### config.mk
export PLATFORM = sky130hd
export DESIGN_NAME = tiered_wrr_arbiter
export DESIGN_NICKNAME = d
export VERILOG_FILES = /design/src/rtl/tiered_arb_pkg.sv /design/src/rtl/tier_select.sv /design/src/rtl/rr_pick.sv /design/src/rtl/tiered_wrr_arbiter.sv
export SDC_FILE = /design/constraint.sdc
export NUM_CORES = 1
export LEC_CHECK = 0
export ABC_AREA = 1
export BUFFER_PORTS_ARGS = -buffer_cell sky130_fd_sc_hd__buf_2
export CORE_MARGIN = 8
export CORE_UTILIZATION = 65
export DETAILED_ROUTE_END_ITERATION = 12
export PLACE_DENSITY = 0.88
export SYNTH_ARGS = -nofsm -noshare
export SYNTH_HDL_FRONTEND = slang
export SYNTH_SLANG_ARGS = --single-unit
export TNS_END_PERCENT = 20
### constraint.sdc
create_clock -name clk -period 9.85 [get_ports clk]
set_input_delay 0.985 -clock clk [delete_from_list [all_inputs] [get_ports clk]]
set_output_delay 0.985 -clock clk [all_outputs]
set_load 0.05 [all_outputs]
### src/rtl/tiered_arb_pkg.sv
package tiered_arb_pkg;

    typedef enum logic [1:0] {
        ARB_IDLE   = 2'd0,
        ARB_CREDIT = 2'd1,
        ARB_RELOAD = 2'd2,
        ARB_EQUAL  = 2'd3
    } arb_state_e;

endpackage

### src/rtl/tier_select.sv
module tier_select #(
    parameter int NUM_PORTS = 10,
    parameter int P_WIDTH   = 3
) (
    input  logic [NUM_PORTS-1:0]         req,
    input  logic [NUM_PORTS*P_WIDTH-1:0] prio_cfg,
    output logic                         any_req,
    output logic [P_WIDTH-1:0]           top_tier,
    output logic [NUM_PORTS-1:0]         tier_req
);

    always_comb begin
        any_req  = 1'b0;
        top_tier = '0;
        for (int p = 0; p < NUM_PORTS; p++) begin
            if (req[p] && (!any_req || prio_cfg[p*P_WIDTH +: P_WIDTH] > top_tier)) begin
                top_tier = prio_cfg[p*P_WIDTH +: P_WIDTH];
                any_req  = 1'b1;
            end
        end
    end

    for (genvar p = 0; p < NUM_PORTS; p++) begin : g_member
        assign tier_req[p] = req[p] && (prio_cfg[p*P_WIDTH +: P_WIDTH] == top_tier);
    end

endmodule

### src/rtl/rr_pick.sv
module rr_pick #(
    parameter int N  = 10,
    parameter int IW = 4
) (
    input  logic [N-1:0]  mask,
    input  logic [IW-1:0] last,
    output logic          found,
    output logic [IW-1:0] idx
);

    always_comb begin
        int p;
        found = 1'b0;
        idx   = last;
        p     = 0;
        for (int k = 1; k <= N; k++) begin
            p = (int'(last) + k) % N;
            if (!found && mask[p]) begin
                found = 1'b1;
                idx   = IW'(p);
            end
        end
    end

endmodule

### src/rtl/tiered_wrr_arbiter.sv
module tiered_wrr_arbiter
    import tiered_arb_pkg::*;
#(
    parameter int NUM_PORTS = 10,
    parameter int W_WIDTH   = 5,
    parameter int P_WIDTH   = 3,
    parameter int S_WIDTH   = 8
) (
    input  logic                                clk,
    input  logic                                rst_n,
    input  logic [NUM_PORTS-1:0]                req,
    input  logic [NUM_PORTS*W_WIDTH-1:0]        weight_cfg,
    input  logic [NUM_PORTS*P_WIDTH-1:0]        prio_cfg,
    input  logic [(1<<P_WIDTH)*S_WIDTH-1:0]     tier_sum,
    output logic [NUM_PORTS-1:0]                grant,
    output logic                                grant_valid
);

    localparam int NUM_TIERS = 1 << P_WIDTH;
    localparam int IW        = $clog2(NUM_PORTS);

    arb_state_e             state_q, next_state;
    logic [W_WIDTH-1:0]     credit_q [NUM_PORTS];
    logic [IW-1:0]          last_q   [NUM_TIERS];
    logic [NUM_PORTS-1:0]   grant_q;

    logic [W_WIDTH-1:0]     weight_a [NUM_PORTS];
    logic [P_WIDTH-1:0]     level_a  [NUM_PORTS];
    logic [NUM_PORTS-1:0]   weight_nz, credit_nz;

    logic                   any_req;
    logic [P_WIDTH-1:0]     top_tier;
    logic [NUM_PORTS-1:0]   tier_req;
    logic [NUM_PORTS-1:0]   act_weighted, eligible, pick_mask;
    logic                   sum_nz, weighted_tier;
    logic                   pick_found;
    logic [IW-1:0]          pick_idx;

    for (genvar p = 0; p < NUM_PORTS; p++) begin : g_unpack
        assign weight_a[p]  = weight_cfg[p*W_WIDTH +: W_WIDTH];
        assign level_a[p]   = prio_cfg[p*P_WIDTH +: P_WIDTH];
        assign weight_nz[p] = (weight_a[p] != '0);
        assign credit_nz[p] = (credit_q[p] != '0);
    end

    tier_select #(
        .NUM_PORTS (NUM_PORTS),
        .P_WIDTH   (P_WIDTH)
    ) u_tier (
        .req      (req),
        .prio_cfg (prio_cfg),
        .any_req  (any_req),
        .top_tier (top_tier),
        .tier_req (tier_req)
    );

    assign sum_nz        = (tier_sum[top_tier*S_WIDTH +: S_WIDTH] != '0);
    assign act_weighted  = tier_req & weight_nz;
    assign weighted_tier = sum_nz && (act_weighted != '0);
    assign eligible      = act_weighted & credit_nz;

    // decision for this cycle
    always_comb begin
        if (!any_req)
            next_state = ARB_IDLE;
        else if (!weighted_tier)
            next_state = ARB_EQUAL;
        else if (eligible != '0)
            next_state = ARB_CREDIT;
        else
            next_state = ARB_RELOAD;
    end

    always_comb begin
        unique case (next_state)
            ARB_IDLE:   pick_mask = '0;
            ARB_CREDIT: pick_mask = eligible;
            ARB_RELOAD: pick_mask = act_weighted;
            ARB_EQUAL:  pick_mask = tier_req;
            default:    pick_mask = '0;
        endcase
    end

    rr_pick #(
        .N  (NUM_PORTS),
        .IW (IW)
    ) u_pick (
        .mask  (pick_mask),
        .last  (last_q[top_tier]),
        .found (pick_found),
        .idx   (pick_idx)
    );

    // state register
    always_ff @(posedge clk or negedge rst_n) begin
        if (!rst_n)
            state_q <= ARB_IDLE;
        else
            state_q <= next_state;
    end

    // grant, credits and rotation pointers
    always_ff @(posedge clk or negedge rst_n) begin
        if (!rst_n) begin
            grant_q <= '0;
            for (int p = 0; p < NUM_PORTS; p++) credit_q[p] <= '0;
            for (int t = 0; t < NUM_TIERS; t++) last_q[t] <= IW'(NUM_PORTS - 1);
        end else begin
            grant_q <= '0;
            unique case (next_state)
                ARB_CREDIT: credit_q[pick_idx] <= credit_q[pick_idx] - W_WIDTH'(1);
                ARB_RELOAD: begin
                    for (int p = 0; p < NUM_PORTS; p++) begin
                        if (level_a[p] == top_tier)
                            credit_q[p] <= (IW'(p) == pick_idx) ? weight_a[p] - W_WIDTH'(1)
                                                                : weight_a[p];
                    end
                end
                ARB_IDLE, ARB_EQUAL: ;
                default: ;
            endcase
            if (next_state != ARB_IDLE && pick_found) begin
                grant_q[pick_idx] <= 1'b1;
                last_q[top_tier]  <= pick_idx;
            end
        end
    end

    assign grant       = grant_q;
    assign grant_valid = (state_q != ARB_IDLE);

    function automatic logic [P_WIDTH-1:0] granted_level(
        input logic [NUM_PORTS-1:0]         g,
        input logic [NUM_PORTS*P_WIDTH-1:0] cfg
    );
        granted_level = '0;
        for (int p = 0; p < NUM_PORTS; p++)
            if (g[p]) granted_level = cfg[p*P_WIDTH +: P_WIDTH];
    endfunction


    grant_onehot_chk: assert property (@(posedge clk) disable iff (!rst_n)
        grant_valid |-> ($countones(grant) == 1));


    idle_no_grant_chk: assert property (@(posedge clk) disable iff (!rst_n)
        !grant_valid |-> (grant == '0));


    request_served_chk: assert property (@(posedge clk) disable iff (!rst_n)
        (req != '0) |=> grant_valid);


    no_request_idle_chk: assert property (@(posedge clk) disable iff (!rst_n)
        (req == '0) |=> !grant_valid);


    granted_requested_chk: assert property (@(posedge clk) disable iff (!rst_n)
        (req != '0) |=> ((grant & $past(req)) != '0));

    for (genvar p = 0; p < NUM_PORTS; p++) begin : g_tier_chk

        strict_tier_chk: assert property (@(posedge clk) disable iff (!rst_n)
            req[p] |=> (granted_level(grant, $past(prio_cfg))
                        >= $past(prio_cfg[p*P_WIDTH +: P_WIDTH])));
    end

endmodule

==> run metrics, run 1 <==
area share of the largest cell type after synthesis=18.6%; number of I/O port buffers=166; num ports=167; largest cells by area after synthesis=nand2_1 19%, dfrtp_1 16%, nand3_1 8.4%; Die Width=154 µm; synthesized area=0.0125 mm²; cell taking the most area after synthesis=nand2_1; CTS H-tree lvls=3; Rows=50; xor and xnor area share after synthesis=2.18%; hold_buf cts=0; Max Buffers Root-to-Sink=2; Halt Stage=clock tree synthesis (4_1_cts); post-synthesis compound-gate area fraction=14.2%; outcome=aborted with a tool error; largest family of logic cells by synthesized area=simple AND/OR/NAND/NOR gates; Run Error=[ERROR DPL-0038] Utilization greater than 100%, impossible to legalize; syn_nets=2,285; initial core utilization=66.3%; synth unique cells=56; clock sinks=94; PostCTS Resize Cnt=333; multiplexer share of the synthesized area=0.181%; Synth Instances=2,059; post-synthesis simple-gate area fraction=45.9%; area share of fa/ha/maj cells after synthesis=7.03%; syn avg cell area=6.05 µm²; Setup Buffers After CTS=74; Detail Placement HPWL=41,500 µm; Root Buffer=clkbuf_16; register bit total from synthesis=94; Die Ht=154 µm; YS warnings=0; sequential-to-total area share from yosys stat=19.1%; total CTS buffers=9; Placer Congestion=1.02
==> stage by stage <==
step	hold slack (ns)	setup TNS (ns)	setup slack [ns]	area, µm²	instances
2_1_floorplan	0.453	-322.64	-3.99	13000	2059
3_3_place_gp	0.466	-378.11	-4.47	16700	2783
3_5_place_dp	0.477	-488.69	-5.71	16700	2783
==> cell usage after synthesis (all sizes together) <==
library cell and instances:
clkinv 4, o31ai 6, and2 4, o311ai 1
nand4 58, nor4 24, clkbuf 15, o211ai 7
xor2 25, a31oi 17, nand3 239, nor3 13
or2 6, o21a 3, mux2i 1, ha 70
nand2 663, o21bai 4, inv 294, or4 2
xnor2 3, nor2 196, a21boi 2, o21ai 137
nand3b 10, nor3b 1, dfrtp 78, a211oi 1
dfstp 16, o41ai 1, o221ai 1, a21oi 113
a22oi 11, o22ai 2, buf 31
==> kinds of logic after synthesis <==
logic type,count (synthesis)
xor gates and xnor gates,28
AOI/OAI and AO/OA,306
buffers and inverters,344
DFF,94
adders and majority gates,70
and+or+nand+nor,1216
muxes,1
==> run 2, diff against run 1 <==
--- a/config.mk
+++ b/config.mk
@@ -8,9 +8,9 @@
 export ABC_AREA = 1
 export BUFFER_PORTS_ARGS = -buffer_cell sky130_fd_sc_hd__buf_2
 export CORE_MARGIN = 8
-export CORE_UTILIZATION = 65
+export CORE_UTILIZATION = 40
 export DETAILED_ROUTE_END_ITERATION = 12
-export PLACE_DENSITY = 0.88
+export PLACE_DENSITY_LB_ADDON = 0.15
 export SYNTH_ARGS = -nofsm -noshare
 export SYNTH_HDL_FRONTEND = slang
 export SYNTH_SLANG_ARGS = --single-unit
==> run 2 against run 1 <==
  * The flow now finishes, with violations (negative setup slack)
  * Synthesized cell count did not move
  * Synthesized area did not move
==> run metrics, run 2 <==
vias in the first global route=15,700; drt wl/cell=16.6 µm; synthesized area=0.0125 mm²; largest cells by area after synthesis=nand2_1 19%, dfrtp_1 16%, nand3_1 8.4%; fin crit share=144%; synth unique cells=56; Fmax=70.3 MHz; Worst Skew=0.0168 ns; routed via count=16,200; Detail Placement HPWL=39,600 µm; Worst-path clk slew=0.08 ns; max reg flops=50; Rows=64; Async S/R FF share, synth=100%; Critical Path Fanout Max=9; Synth Instances=2,059; unrepaired setup endpoints after global routing=yes; Root Buffer=clkbuf_16; area of the core=0.0306 mm²; ys flop type=dfrtp_1; number of I/O port buffers=166; setup slack, reg-to-reg=4.41 ns; num ports=167; Fin. Hold Viols=0; first-pass GRT wire length=79,900 µm; DRT iter0 DRCs=1,300; most common cell after layout, fill and taps aside=nand2_1; largest net degree at the start of global routing=64; area share of the largest cell type after synthesis=18.6%; Top reg by flops=credit_q; syn_nets=2,285; Post-synth EDFFs=0; Nets=2,924; Die Ht=192 µm; total routing usage reported by global routing=26.7%; commonest non-fill, non-tap cells in the layout=493 x nand2_1, 449 x buf_4, 241 x inv_1; total CTS buffers=9; grt total ovfl=0; DIE AREA=0.0370 mm²; Worst EP required=10.14 ns; DR vias/cell=5.23; violated checks=negative setup slack; final non-filler cell total=3,100; worst hold path class=flop to flop; CTS tree=built; number of max-cap violations=0; Crit. End Element=flop; Post-synth top cells=618 x nand2_1, 268 x inv_1, 209 x nand3_1, 171 x nor2_1, 99 x a21oi_1; Area growth syn-to-layout=60.3%; Setup crit start=prio_cfg[5]; crit path launch type=input port; Max Buffers Root-to-Sink=2; final setup violation count=94; final setup margin=-4.37 ns; initial antenna violation count=1; cell mode on critical path=nand2_1; sequential-to-total area share from yosys stat=19.1%; crit path DAT=14.50 ns; cell taking the most area after synthesis=nand2_1; YS warnings=0; Critical R2R Capture=credit_q[14]; total wire length=51,600 µm; syn avg cell area=6.05 µm²; Worst-Margin Slew=0.838 ns; Placer Congestion=0.942; Final Max Slew Viols=0; layout cells sized above 1=44.3%; CTS H-tree lvls=3; Slew headroom=43.6%; startpoint of the worst register-to-register path=last_q[27]; Placed Cells incl. Taps=2,988; crit path to=credit_q[14]; CP max stage delay=0.28 ns; Die Width=192 µm; ANT nets after route=0; outcome=finished, violations left; setup tns final=-360.24 ns; Post-route DRC=0; CP max-delay cell=ha_4; initial core utilization=40.7%; Worst R2R Path Depth=43; Tmin final=14.22 ns; Crit Path Class=input port to flop; register bit total from synthesis=94; first-pass detailed-route iteration total=5; count leader, synth=nand2_1; clk_lat worst skew=0.37 ns; clock sinks=94
## run 2: cell counts after synthesis
Identical to the previous run, type by type.
## run 2: worst min-delay path by stage
stage                from    endpoint  slack [ns]  depth (start not counted)
2_1_floorplan  last_q[10]  last_q[10]        0.45                          2
3_3_place_gp    last_q[1]   last_q[1]        0.47                          2
3_5_place_dp    last_q[1]   last_q[1]        0.47                          2
4_1_cts        last_q[19]  last_q[19]        0.47                          2
5_1_grt         last_q[8]   last_q[8]        0.50                          2
6_report       last_q[27]  last_q[27]        0.48                          2
## run 2: what timing repair did
| item | in CTS | in global routing |
|---|---|---|
| gates cloned | 4 | 2 |
| gates resized for setup | 191 | 225 |
| buffers inserted | 53 | 37 |
| setup endpoints to repair | 94 | 94 |
| pin swaps | 125 | 148 |
| hold buffers | 0 | 0 |
## run 2: through the flow
stage | hold slack (ns) | setup slack (ns) | cell area, µm² | utilization [%]
floorplan | 0.453 | -3.99 | 13000 | -
global placement | 0.471 | -4.76 | 17200 | 56.2
detailed placement | 0.474 | -5.19 | 17200 | 56.2
CTS | 0.474 | -4.16 | 18800 | 61.4
global route | 0.497 | -5.12 | 20000 | 65.2
finish | 0.478 | -4.37 | 20000 | 65.2
## run 2: cell type report
| cell class | count | area [µm²] |
|---|---|---|
| fill | 2732 | 10600 |
| multi-input combinational | 1627 | 10600 |
| timing repair buffer | 668 | 4990 |
| sequential | 94 | 2370 |
| inverter | 298 | 1180 |
| tap | 396 | 495 |
| clock buffer | 9 | 225 |
| clock inverter | 7 | 83.8 |
| antenna | 1 | 2.50 |
## run 2: cells by family (layout without fill, tap and decap cells)
kind of cell / Yosys count / count (layout) / share of synthesized area, %
compound gates: 306 / 306 / 14.2
flops: 94 / 94 / 19.1
other cells: 0 / 1 / 0
xor+xnor: 28 / 28 / 2.18
fa+ha+maj: 70 / 70 / 7.03
simple gates: 1216 / 1222 / 45.9
buf+inv: 344 / 982 / 11.5
mux: 1 / 1 / 0.181
## run 2: worst max-delay path: cells and delay by family
kind / cells / cell delay [ns]
AND/OR/NAND/NOR: 64 / 6.12
adder cells (fa/ha/maj): 11 / 2.65
AO/OA/AOI/OAI: 22 / 2.52
buffers and inverters: 16 / 1.74
XOR/XNOR: 2 / 0.46
## run 2: routing by layer
layer  track usage [%]  wire length, µm  up-vias
met5                 0                0        -
met4              9.31             1760        0
met3              3.13             2660      117
met2              44.8            24400      485
met1              35.1            22800     7572
li1                  -                -     8029
Power of run 2 is left out: the tool's default activity adds up to more than one toggle a clock period on the data nets, which glitch-free logic cannot reach.
